<file path="src/rtl/wdog_pkg.sv">
package wdog_pkg;
  localparam int ADDR_W = 8;
  localparam int DATA_W = 16;
  localparam int SEL_LSB = 13;
  localparam int SEL_W = 2;

  localparam logic [ADDR_W-1:0] ADDR_OPT  = 8'h12;
  localparam logic [ADDR_W-1:0] ADDR_ICHG = 8'h14;
  localparam logic [ADDR_W-1:0] ADDR_VCHG = 8'h15;

  localparam logic [DATA_W-1:0] OPT_RESET  = 16'hE70E;
  localparam logic [DATA_W-1:0] ICHG_RESET = 16'h0000;

  typedef enum logic [SEL_W-1:0] {
    SEL_OFF   = 2'b00,
    SEL_SHORT = 2'b01,
    SEL_MID   = 2'b10,
    SEL_LONG  = 2'b11
  } wdog_sel_e;
endpackage

</file>
<file path="src/rtl/wdog_prescale.sv">
module wdog_prescale #(
  parameter int TICKS_PER_SEC = 1000
) (
  input  logic clk,
  input  logic rst_n,
  input  logic run,
  input  logic clr,
  output logic tick
);
  localparam int PW = (TICKS_PER_SEC > 1) ? $clog2(TICKS_PER_SEC) : 1;
  localparam logic [PW-1:0] LAST = PW'(TICKS_PER_SEC - 1);

  logic [PW-1:0] pcnt;

  assign tick = run && !clr && (pcnt == LAST);

  always_ff @(posedge clk) begin
    if (!rst_n) begin
      pcnt <= '0;
    end else if (clr || !run || tick) begin
      pcnt <= '0;
    end else begin
      pcnt <= pcnt + 1'b1;
    end
  end
endmodule

</file>
<file path="src/rtl/wdog_timer.sv">
module wdog_timer
  import wdog_pkg::*;
#(
  parameter int SHORT_SEC = 5,
  parameter int MID_SEC   = 88,
  parameter int LONG_SEC  = 175
) (
  input  logic             clk,
  input  logic             rst_n,
  input  logic [SEL_W-1:0] sel,
  input  logic             restart,
  input  logic             tick,
  output logic             run,
  output logic             expire_now,
  output logic             expired
);
  localparam int MAX_AB = (SHORT_SEC > MID_SEC) ? SHORT_SEC : MID_SEC;
  localparam int MAX_SEC = (MAX_AB > LONG_SEC) ? MAX_AB : LONG_SEC;
  localparam int SW = $clog2(MAX_SEC + 1);

  logic [SW-1:0] sec;
  logic [SW-1:0] last_sec;
  logic          enabled;

  always_comb begin
    case (wdog_sel_e'(sel))
      SEL_SHORT: last_sec = SW'(SHORT_SEC - 1);
      SEL_MID:   last_sec = SW'(MID_SEC - 1);
      SEL_LONG:  last_sec = SW'(LONG_SEC - 1);
      default:   last_sec = '0;
    endcase
  end

  assign enabled    = (wdog_sel_e'(sel) != SEL_OFF);
  assign run        = enabled && !expired;
  assign expire_now = run && !restart && tick && (sec == last_sec);

  always_ff @(posedge clk) begin
    if (!rst_n) begin
      sec     <= '0;
      expired <= 1'b0;
    end else if (restart || !enabled) begin
      sec     <= '0;
      expired <= 1'b0;
    end else if (expire_now) begin
      sec     <= '0;
      expired <= 1'b1;
    end else if (run && tick) begin
      sec <= sec + 1'b1;
    end
  end
endmodule

</file>
<file path="src/rtl/wdog_regs.sv">
module wdog_regs
  import wdog_pkg::*;
(
  input  logic              clk,
  input  logic              rst_n,
  input  logic              wr_valid,
  input  logic [ADDR_W-1:0] wr_addr,
  input  logic [DATA_W-1:0] wr_data,
  input  logic              expire_now,
  output logic [DATA_W-1:0] ichg_q,
  output logic [DATA_W-1:0] opt_q,
  output logic              restart
);
  logic hit_opt, hit_ichg, hit_vchg, sel_change;

  assign hit_opt    = wr_valid && (wr_addr == ADDR_OPT);
  assign hit_ichg   = wr_valid && (wr_addr == ADDR_ICHG);
  assign hit_vchg   = wr_valid && (wr_addr == ADDR_VCHG);
  assign sel_change = hit_opt &&
                      (wr_data[SEL_LSB +: SEL_W] != opt_q[SEL_LSB +: SEL_W]);
  assign restart    = hit_ichg || hit_vchg || sel_change;

  always_ff @(posedge clk) begin
    if (!rst_n) begin
      ichg_q <= ICHG_RESET;
    end else if (hit_ichg) begin
      ichg_q <= wr_data;
    end else if (expire_now) begin
      ichg_q <= '0;
    end
  end

  always_ff @(posedge clk) begin
    if (!rst_n) begin
      opt_q <= OPT_RESET;
    end else if (hit_opt) begin
      opt_q <= wr_data;
    end
  end
endmodule

</file>
<file path="src/rtl/chg_cmd_wdog.sv">
module chg_cmd_wdog
  import wdog_pkg::*;
#(
  parameter int TICKS_PER_SEC = 125_000_000,
  parameter int SHORT_SEC     = 5,
  parameter int MID_SEC       = 88,
  parameter int LONG_SEC      = 175
) (
  input  logic              clk,
  input  logic              rst_n,
  input  logic              wr_valid,
  input  logic [ADDR_W-1:0] wr_addr,
  input  logic [DATA_W-1:0] wr_data,
  output logic [DATA_W-1:0] ichg_q,
  output logic [DATA_W-1:0] opt_q,
  output logic              expired
);
  logic restart, tick, run, expire_now;

  wdog_regs u_regs (
    .clk        (clk),
    .rst_n      (rst_n),
    .wr_valid   (wr_valid),
    .wr_addr    (wr_addr),
    .wr_data    (wr_data),
    .expire_now (expire_now),
    .ichg_q     (ichg_q),
    .opt_q      (opt_q),
    .restart    (restart)
  );

  wdog_prescale #(.TICKS_PER_SEC(TICKS_PER_SEC)) u_pre (
    .clk   (clk),
    .rst_n (rst_n),
    .run   (run),
    .clr   (restart),
    .tick  (tick)
  );

  wdog_timer #(
    .SHORT_SEC (SHORT_SEC),
    .MID_SEC   (MID_SEC),
    .LONG_SEC  (LONG_SEC)
  ) u_tmr (
    .clk        (clk),
    .rst_n      (rst_n),
    .sel        (opt_q[SEL_LSB +: SEL_W]),
    .restart    (restart),
    .tick       (tick),
    .run        (run),
    .expire_now (expire_now),
    .expired    (expired)
  );
endmodule

</file>
<file path="config.mk">
export PLATFORM = sky130hd
export DESIGN_NAME = chg_cmd_wdog
export DESIGN_NICKNAME = d
export VERILOG_FILES = /design/src/rtl/wdog_pkg.sv /design/src/rtl/wdog_prescale.sv /design/src/rtl/wdog_timer.sv /design/src/rtl/wdog_regs.sv /design/src/rtl/chg_cmd_wdog.sv
export SDC_FILE = /design/constraint.sdc
export NUM_CORES = 1
export LEC_CHECK = 0
export BUFFER_PORTS_ARGS = -buffer_cell sky130_fd_sc_hd__buf_2
export CAP_MARGIN = 20
export CELL_PAD_IN_SITES_DETAIL_PLACEMENT = 1
export CELL_PAD_IN_SITES_GLOBAL_PLACEMENT = 1
export CORE_MARGIN = 4
export CORE_UTILIZATION = 45
export DETAILED_ROUTE_END_ITERATION = 10
export PLACE_DENSITY = 0.91
export SLEW_MARGIN = 20
export SYNTH_ARGS = -nofsm -noshare
export SYNTH_HDL_FRONTEND = slang
export SYNTH_HIERARCHICAL = 1
export SYNTH_SLANG_ARGS = --single-unit
export TNS_END_PERCENT = 10
</file>
<file path="constraint.sdc">
create_clock -name clk -period 8 [get_ports clk]
set_input_delay 0.4 -clock clk [delete_from_list [all_inputs] [get_ports clk]]
set_output_delay 0.4 -clock clk [all_outputs]
set_load 0.05 [all_outputs]
</file>
# --- Word-level counts from Yosys, hierarchy flattened ---
# Cells that the tools add are included.
totals:
  ff_bits: 68
  in_bits: 27
  output_inout_bits: 33
  elab_cells: 44
classes:
  n_addsub: 2
  n_eq_ne: 9
  muxes: 3
  bitwise: 1
  reduce_logical: 24
ops:
  columns: ["operator", "count"]
  rows:
  - ["$mux W16", 2]
  - ["$add A27 B1 Y27 const B", 1]
  - ["$eq A27 B27 Y1 const B", 1]
  - ["$eq A8 B5 Y1 const B", 3]
  - ["$pmux W8 S3", 1]
  - ["$logic_and A1 B1 Y1", 10]
  - ["$add A8 B1 Y8 const B", 1]
  - ["$eq A8 B8 Y1", 1]
  - ["$logic_or A1 B1 Y1", 5]
  - ["$eq A2 B2 Y1 const B", 2]
  - ["$logic_not A1 Y1", 4]
  - ["$reduce_bool A2 Y1", 2]
  - ["$reduce_or A2 Y1", 2]
  - ["$reduce_or A3 Y1", 1]
  - ["$eq A2 B1 Y1 const B", 1]
  - ["$ne A2 B2 Y1", 1]
  - ["$not A1 Y1", 1]

# --- Logic depth before layout (Yosys ltp) ---
# Gate-level depths: netlist of run 1.
depth:
  word_depth: 11
  ltp_mapped: 11
  mapped_depth_nobuf: 9

# --- By module ---
# Netlist of run 1, hierarchy kept.
modules_own_cells:
  columns: ["mod", "n_inst", "cells_each", "area_each_um2", "seq_area_each_um2"]
  rows:
  - ["wdog_regs", 1, 145, 1410.1, 640.6]
  - ["wdog_prescale", 1, 148, 1342.5, 540.5]
  - ["wdog_timer", 1, 65, 600.6, 180.2]

# --- Worst setup path after synthesis of run 1 ---
# OpenSTA, ideal clock, no wires.
synth_path:
  path_type: "register to register"
  startpoint: "register u_pre.pcnt[18]"
  endpoint: "register u_regs.ichg_q[0]"
  setup_time_ns: 0.120
  t_arrival_ns: 2.925
  t_required_ns: 7.880
  path_slack_ns: 4.955
  path_stages_with_launch: 11
  n_path_buf: 1
  period_less_slack_ns: 3.045
  cell_sequence: "dfxtp_1 or4_4 nor4_4 nand4_4 nor4_1 or3b_2 a221oi_4 and2_2 clkbuf_1 nand3b_1 mux2i_1"
synth_between:
  elab_chain_cells: 5
synth_rtl:
  columns: ["item", "line", "rtl"]
  rows:
  - ["start: declaration", "wdog_prescale.sv:13", "logic [PW-1:0] pcnt;"]
  - ["start signal: assignment", "wdog_prescale.sv:23", "pcnt <= pcnt + 1'b1;"]
  - ["$eq A27 B27 Y1", "wdog_prescale.sv:15", "assign tick = run && !clr && (pcnt == LAST);"]
  - ["$logic_and A1 B1 Y1", "wdog_prescale.sv:15", null]
  - ["via tick", "chg_cmd_wdog.sv:18", "logic restart, tick, run, expire_now;"]
  - ["$logic_and A1 B1 Y1 (2 in series)", "wdog_timer.sv:36", "assign expire_now = run && !restart && tick && (sec == last_sec);"]
  - ["via expire_now", "chg_cmd_wdog.sv:18", null]
  - ["$reduce_bool A2 Y1 (no source line)", null, null]
  - ["end signal: assignment", "wdog_regs.sv:27", "ichg_q <= wr_data;"]
  - ["end: declaration", "wdog_regs.sv:10", "output logic [DATA_W-1:0] ichg_q,"]
# The timed path passes the listed nets, and every way through them passes these cells.
# A chain may end at the register's enable or synchronous reset.

# --- Worst setup path after layout of run 1 ---
layout_path:
  startpoint: "register u_pre.pcnt[18]"
  endpoint: "register u_regs.ichg_q[9]"
# The elaborated chain is that of the path after synthesis.

==> flow_summary.ini, run 1 <==
[route]
num_vias = 2918
totalWireLength_mm = 9.35
route.antenna.remaining_nets = 0
drc_errors = 0
dr.pass1.iters = 4
drt_first_iter_violations = 150
post_drt_wl_per_cell_um = 18.1
vias_per_cell = 5.66

[timing]
setup_tns_ns = 0
period_minus_slack_ns = 3.47
max_freq_mhz = 289
slew_headroom_pct = 40.7
drv_slew = 0
tightestPinTransition_ns = 0.886
setup_viol = 0
finalCritPeriodShare_pct = 43.3
skew_ns = 0.0119
grt_setup_unrepaired = false
hold_violations = 0

[synth]
syn_nets = 387
synthTopCellsByArea = dfxtp_1 41%, mux2i_1 6.9%, xor2_1 4.7%
syn_area_per_cell_um2 = 9.37
ys_types = 51
ys.flop_type = dfxtp_1
synth_top_area_share_pct = 40.6
yosys.area.top_type = dfxtp_1
ys_warn_count = 6
netlist_area_um2 = 3350
synth_edf_count = 0
async_flop_share_pct = 0
netlist_instances = 358
ys_seq_area_share_pct = 40.6
ys_ff_latch = 68

[clock_network]
cts_tree = yes
clkTransAtPathRegs_ns = 0.08
cts_max_path_buffers = 2
ctsHoldBuffers = 0
cts.sinks = 68
postCtsSetupBuffers = 0
cts_made_buffers = 9
cts_htree_levels = 3
insertion_delay_ns = 0.36
ctsResizeCount = 0
root_buffer = clkbuf_8

[global_routing]
antenna_found_initial = 0
gr-usage-met1_pct = 24.8
grt_pass1_vias = 3134
grt_pass1_wl_mm = 15.5
grt_max_degree = 53
overflow = 0
grt.met2_usage_pct = 41.1
busiest_layer = met2
grt_use_total_pct = 22.4
grt_use_met3_pct = 5.05

[finish]
drive_gt1_share_pct = 26.4
diodes = 0
synthToLayoutAreaGrowth_pct = 16.3
design_area_um2 = 3900
layout.nets = 441

[place]
port_buffers = 59
routabilityCongestion = 0.787
hpwl_mm = 6.25
place_area_um2 = 3670

[worst_setup_path]
worstPathRequired_ns = 8.23
rrSetupSlack_ns = 4.53
cp_slowest_cell = or4_4
max_stage_delay_ns = 0.55
critPathArrivalTime_ns = 3.70
critPathMaxFanout = 16
r2r_cells = 9
reg2reg_from = u_pre/pcnt[18]
cp_top_family = simple AND/OR/NAND/NOR gates
endpoint_kind = flip-flop
crit_chain = or4_4 > nor4_4 > nand4_4 > nor4_1 > or3b_2 > a221oi_4 > and2_2 > nand3b_1 > mux2i_1
rr_endpoint = u_regs/ichg_q[9]
worstSetupPathType = flip-flop to flip-flop
crit_end = u_regs/ichg_q[9]
crit_buf_inv = 0
cp.depth = 9
cp-startpoint = u_pre/pcnt[18]
crit_path_start_kind = flip-flop

[hold_path]
holdPathStages = 3
min_from = wr_data[2]
min_path_type = primary input to flip-flop

[pwr]
power_density_nw_per_um2 = 180
p_sw_mw = 0.159
internal_power_mw = 0.543
p_leak_nw = 1.55
p_comb_share_pct = 4.4
ir_drop_v = 0.000101
clock_power_share_pct = 47.0
switching_share_pct = 22.7
p_seq_share_pct = 48.6

[floorplan]
die_area_um2 = 8900
fp.dieH_um = 94.3
rows = 31
die_x_um = 94.3
core_um2 = 7250
start_util_pct = 46.2
pin_count = 60

[outcome]
run_status = completed

[job]
drv_cap = 0
cells by family (layout without fill, tap and decap cells):
| kind of cell | Yosys count | count (layout) | share of synthesized area [%] |
|---|---|---|---|
| AO/OA/AOI/OAI | 35 | 35 | 8.13 |
| XOR/XNOR | 29 | 29 | 7.57 |
| adder cells (fa/ha/maj) | 2 | 2 | 0.746 |
| buffers and inverters | 31 | 90 | 5.07 |
| flip-flops | 68 | 68 | 40.6 |
| multiplexers | 23 | 23 | 6.87 |
| AND/OR/NAND/NOR | 170 | 170 | 31.0 |
tightest hold or removal path: cells and delay by family:
kind                   cells  cell delay, ns
buffers and inverters      1            0.11
multiplexers               1            0.05
AND/OR/NAND/NOR            1            0.05
synthesized netlist by cell type (3+ instances only):
library cell / number
dfxtp_1: 68
nand2_1: 39
mux2i_1: 23
nand4_1: 20
nor2_2: 20
nand3_1: 18
xor2_1: 18
nand3b_1: 17
nor2_1: 15
inv_1: 13
xnor2_1: 11
clkbuf_1: 9
o211ai_1: 9
buf_6: 6
o21ai_0: 6
a211oi_1: 5
nor3b_1: 5
nor3_1: 4
nor4_1: 4
a21oi_1: 3
a221oi_1: 3
and2_1: 3
stage by stage:
stage	hold WS (ns)	util (%)	std cells	total power, mW	setup slack, ns
5_1_grt	0.306	53.8	516	0.729	4.33
6_report	0.301	53.8	516	0.703	4.53
2_1_floorplan	0.439	-	358	0.367	4.95
4_1_cts	0.288	53.8	516	0.709	4.52
3_5_place_dp	0.457	50.5	500	0.379	4.71
3_3_place_gp	0.439	50.5	500	0.378	4.84
worst min-delay path by stage:
stage,slack [ns],end
finish,0.30,u_regs/ichg_q[2]
global route,0.31,u_regs/ichg_q[2]
CTS,0.29,u_regs/ichg_q[2]
detailed placement,0.46,u_regs/opt_q[0]
global placement,0.44,u_regs/opt_q[5]
floorplan,0.44,u_pre/pcnt[0]
sequential cells by signal (all words and copies together) (netlist names):
name / cells
u_pre/pcnt: 27
u_tmr/expired: 1
u_regs/opt_q: 16
u_tmr/sec: 8
u_regs/ichg_q: 16
area by class of cell:
| type | instances | area [um2] |
|---|---|---|
| Fill cell | 859 | 3350 |
| Multi-Input combinational cell | 259 | 1820 |
| Sequential cell | 68 | 1360 |
| Timing Repair Buffer | 61 | 310 |
| Clock buffer | 11 | 151 |
| Tap cell | 99 | 124 |
| Clock inverter | 5 | 83.8 |
| Inverter | 13 | 48.8 |
power by group through the flow:
stage,sequential [mW],clock [mW],combinational (mW)
after floorplan,0.350,0,0.0175
after global placement,0.349,0,0.0285
after detailed placement,0.349,0,0.0298
after CTS,0.341,0.337,0.0305
after global routing,0.342,0.354,0.0334
final,0.341,0.331,0.0307
cell usage in the layout (no fill, tap or decap), types with 3 or more instances in the layout:
| cell | n |
|---|---|
| a211oi_1 | 5 |
| a21oi_1 | 3 |
| a221oi_1 | 3 |
| and2_1 | 3 |
| buf_2 | 59 |
| clkbuf_8 | 11 |
| dfxtp_1 | 68 |
| inv_1 | 13 |
| mux2i_1 | 23 |
| nand2_1 | 39 |
| nand3_1 | 18 |
| nand3b_1 | 17 |
| nand4_1 | 20 |
| nor2_1 | 15 |
| nor2_2 | 20 |
| nor3_1 | 4 |
| nor3b_1 | 5 |
| nor4_1 | 4 |
| o211ai_1 | 9 |
| o21ai_0 | 6 |
| xnor2_1 | 11 |
| xor2_1 | 18 |
layer usage:
metal	wire length, um	share of wire [%]
met1	3900	42
met2	4900	52
met3	329	3.5
met4	225	2.4
met5	0	0
(Power assumes the default switching activity.)
==> run 2: changes to the inputs <==
- CORE_UTILIZATION: 45 -> 38
- PLACE_DENSITY: 0.91 -> 0.82
- clock period: 8 -> 3.1 ns (I/O delays scaled with it)
==> flow_summary.ini, run 2 (synthesis results as in run 1) <==
[route]
dr.pass1.iters = 4
post_drt_wl_per_cell_um = 16.2
totalWireLength_mm = 8.67
drt_first_iter_violations = 72
drc_errors = 0
num_vias = 2826
route.antenna.remaining_nets = 0
vias_per_cell = 5.29

[floorplan]
fp.dieH_um = 102
core_um2 = 8640
die_area_um2 = 10400
die_x_um = 102
rows = 34
pin_count = 60
start_util_pct = 38.8

[clock_network]
insertion_delay_ns = 0.34
ctsHoldBuffers = 0
root_buffer = clkbuf_8
cts_max_path_buffers = 2
cts.sinks = 68
clkTransAtPathRegs_ns = 0.08
cts_htree_levels = 3
postCtsSetupBuffers = 0
cts_tree = yes
cts_made_buffers = 9

[timing]
finalCritPeriodShare_pct = 92.8
slew_headroom_pct = 44.0
drv_slew = 0
skew_ns = 0.0136
grt_setup_unrepaired = false
setup_tns_ns = 0
setup_viol = 0
tightestPinTransition_ns = 0.840
hold_violations = 0
max_freq_mhz = 348
period_minus_slack_ns = 2.88

[worst_setup_path]
critPathMaxFanout = 16
crit_buf_inv = 0
crit_path_start_kind = flip-flop
critPathArrivalTime_ns = 3.09
cp_top_family = simple AND/OR/NAND/NOR gates
worstSetupPathType = flip-flop to flip-flop
cp_slowest_cell = or4_4
crit_chain = or4_4 > nor4_4 > nand4_4 > nor4_2 > or3b_2 > a221oi_4 > and2_2 > nand3b_1 > mux2i_1
max_stage_delay_ns = 0.55
worstPathRequired_ns = 3.31
endpoint_kind = flip-flop

[finish]
stdcell_count = 534
layout_common_cells = 68 x dfxtp_1, 59 x buf_2, 39 x nand2_1
diodes = 0
largestRegisters = u_pre/pcnt (27), u_regs/ichg_q (16), u_regs/opt_q (16)
drive_gt1_share_pct = 28.2
utilization_pct = 46.3
synthToLayoutAreaGrowth_pct = 19.3
regMostFlops = u_pre/pcnt
layout.nets = 450
final_common_cell = dfxtp_1
largest_reg_flops = 27
nFillCells = 1023

[place]
hpwl_mm = 6.35
dp.cells = 518
routabilityCongestion = 0.778
port_buffers = 59

[outcome]
run_status = completed

[pwr]
ir_drop_v = 0.000213
p_leak_nw = 1.61
power_density_nw_per_um2 = 464

[global_routing]
busiest_layer = met2
grt.met2_usage_pct = 32.1
grt_pass1_wl_mm = 14.5
grt_max_degree = 38
antenna_found_initial = 0
gr-usage-met1_pct = 20.3
grt_pass1_vias = 2987
overflow = 0
grt_use_met3_pct = 4.64
grt_use_total_pct = 17.6

[hold_path]
min_path_type = primary input to flip-flop

[job]
drv_cap = 0
## run 2: report_power, final
| group | switching [mW] | total, mW | internal (mW) |
|---|---|---|---|
| sequential | 0.00428 | 0.881 | 0.877 |
| combinational | 0.0508 | 0.0801 | 0.0292 |
| clock | 0.353 | 0.893 | 0.540 |
## run 2: per-layer routing
| layer | routed length (um) | share of wire [%] | up-vias |
|---|---|---|---|
| met5 | 0 | 0 | - |
| met4 | 129 | 1.5 | 0 |
| met3 | 332 | 3.8 | 11 |
| met2 | 4500 | 52 | 40 |
| met1 | 3710 | 43 | 1370 |
| li1 | - | - | 1405 |
## run 2: layout make-up
class	instances	area (um2)	share of cell area, %
inverters	13	48.8	1.22
flip-flops and latches	68	1360	34.0
repair buffers	70	378	9.45
clock buffers	9	124	3.10
clock inverters	7	124	3.10
well taps	108	135	3.38
multi-input cells	259	1830	45.7
## run 2: path summary, 6_finish.rpt
| path | cells after the start | end | slack (ns) | startpoint |
|---|---|---|---|---|
| setup / recovery | 9 | u_regs/ichg_q[6] | 0.22 | u_pre/pcnt[18] |
| hold / removal | 3 | u_regs/ichg_q[1] | 0.06 | wr_data[1] |
| hold reg to reg | 2 | u_regs/opt_q[11] | 0.46 | u_regs/opt_q[11] |
| setup reg to reg | 9 | u_regs/ichg_q[6] | 0.22 | u_pre/pcnt[18] |
## run 2: what timing repair did
item / CTS / global route
setup endpoints to repair: 0 / 16
hold endpoints to repair: 0 / 0
resized for setup: 0 / 1
## run 2: per-stage QoR
stage	setup WS [ns]	power (mW)	cell area, um2	hold slack, ns
6_report	0.223	1.85	4000	0.0582
5_1_grt	0.000868	1.93	4000	0.0413
4_1_cts	0.119	1.88	3990	0.0354
3_5_place_dp	0.153	0.981	3740	0.419
3_3_place_gp	0.221	0.978	3740	0.418
2_1_floorplan	0.0548	0.948	3350	0.294
## run 2: tightest hold or removal path: cells and delay by family
kind | cells | cell delay, ns
buf+inv | 1 | 0.11
mux | 1 | 0.05
simple gates | 1 | 0.05
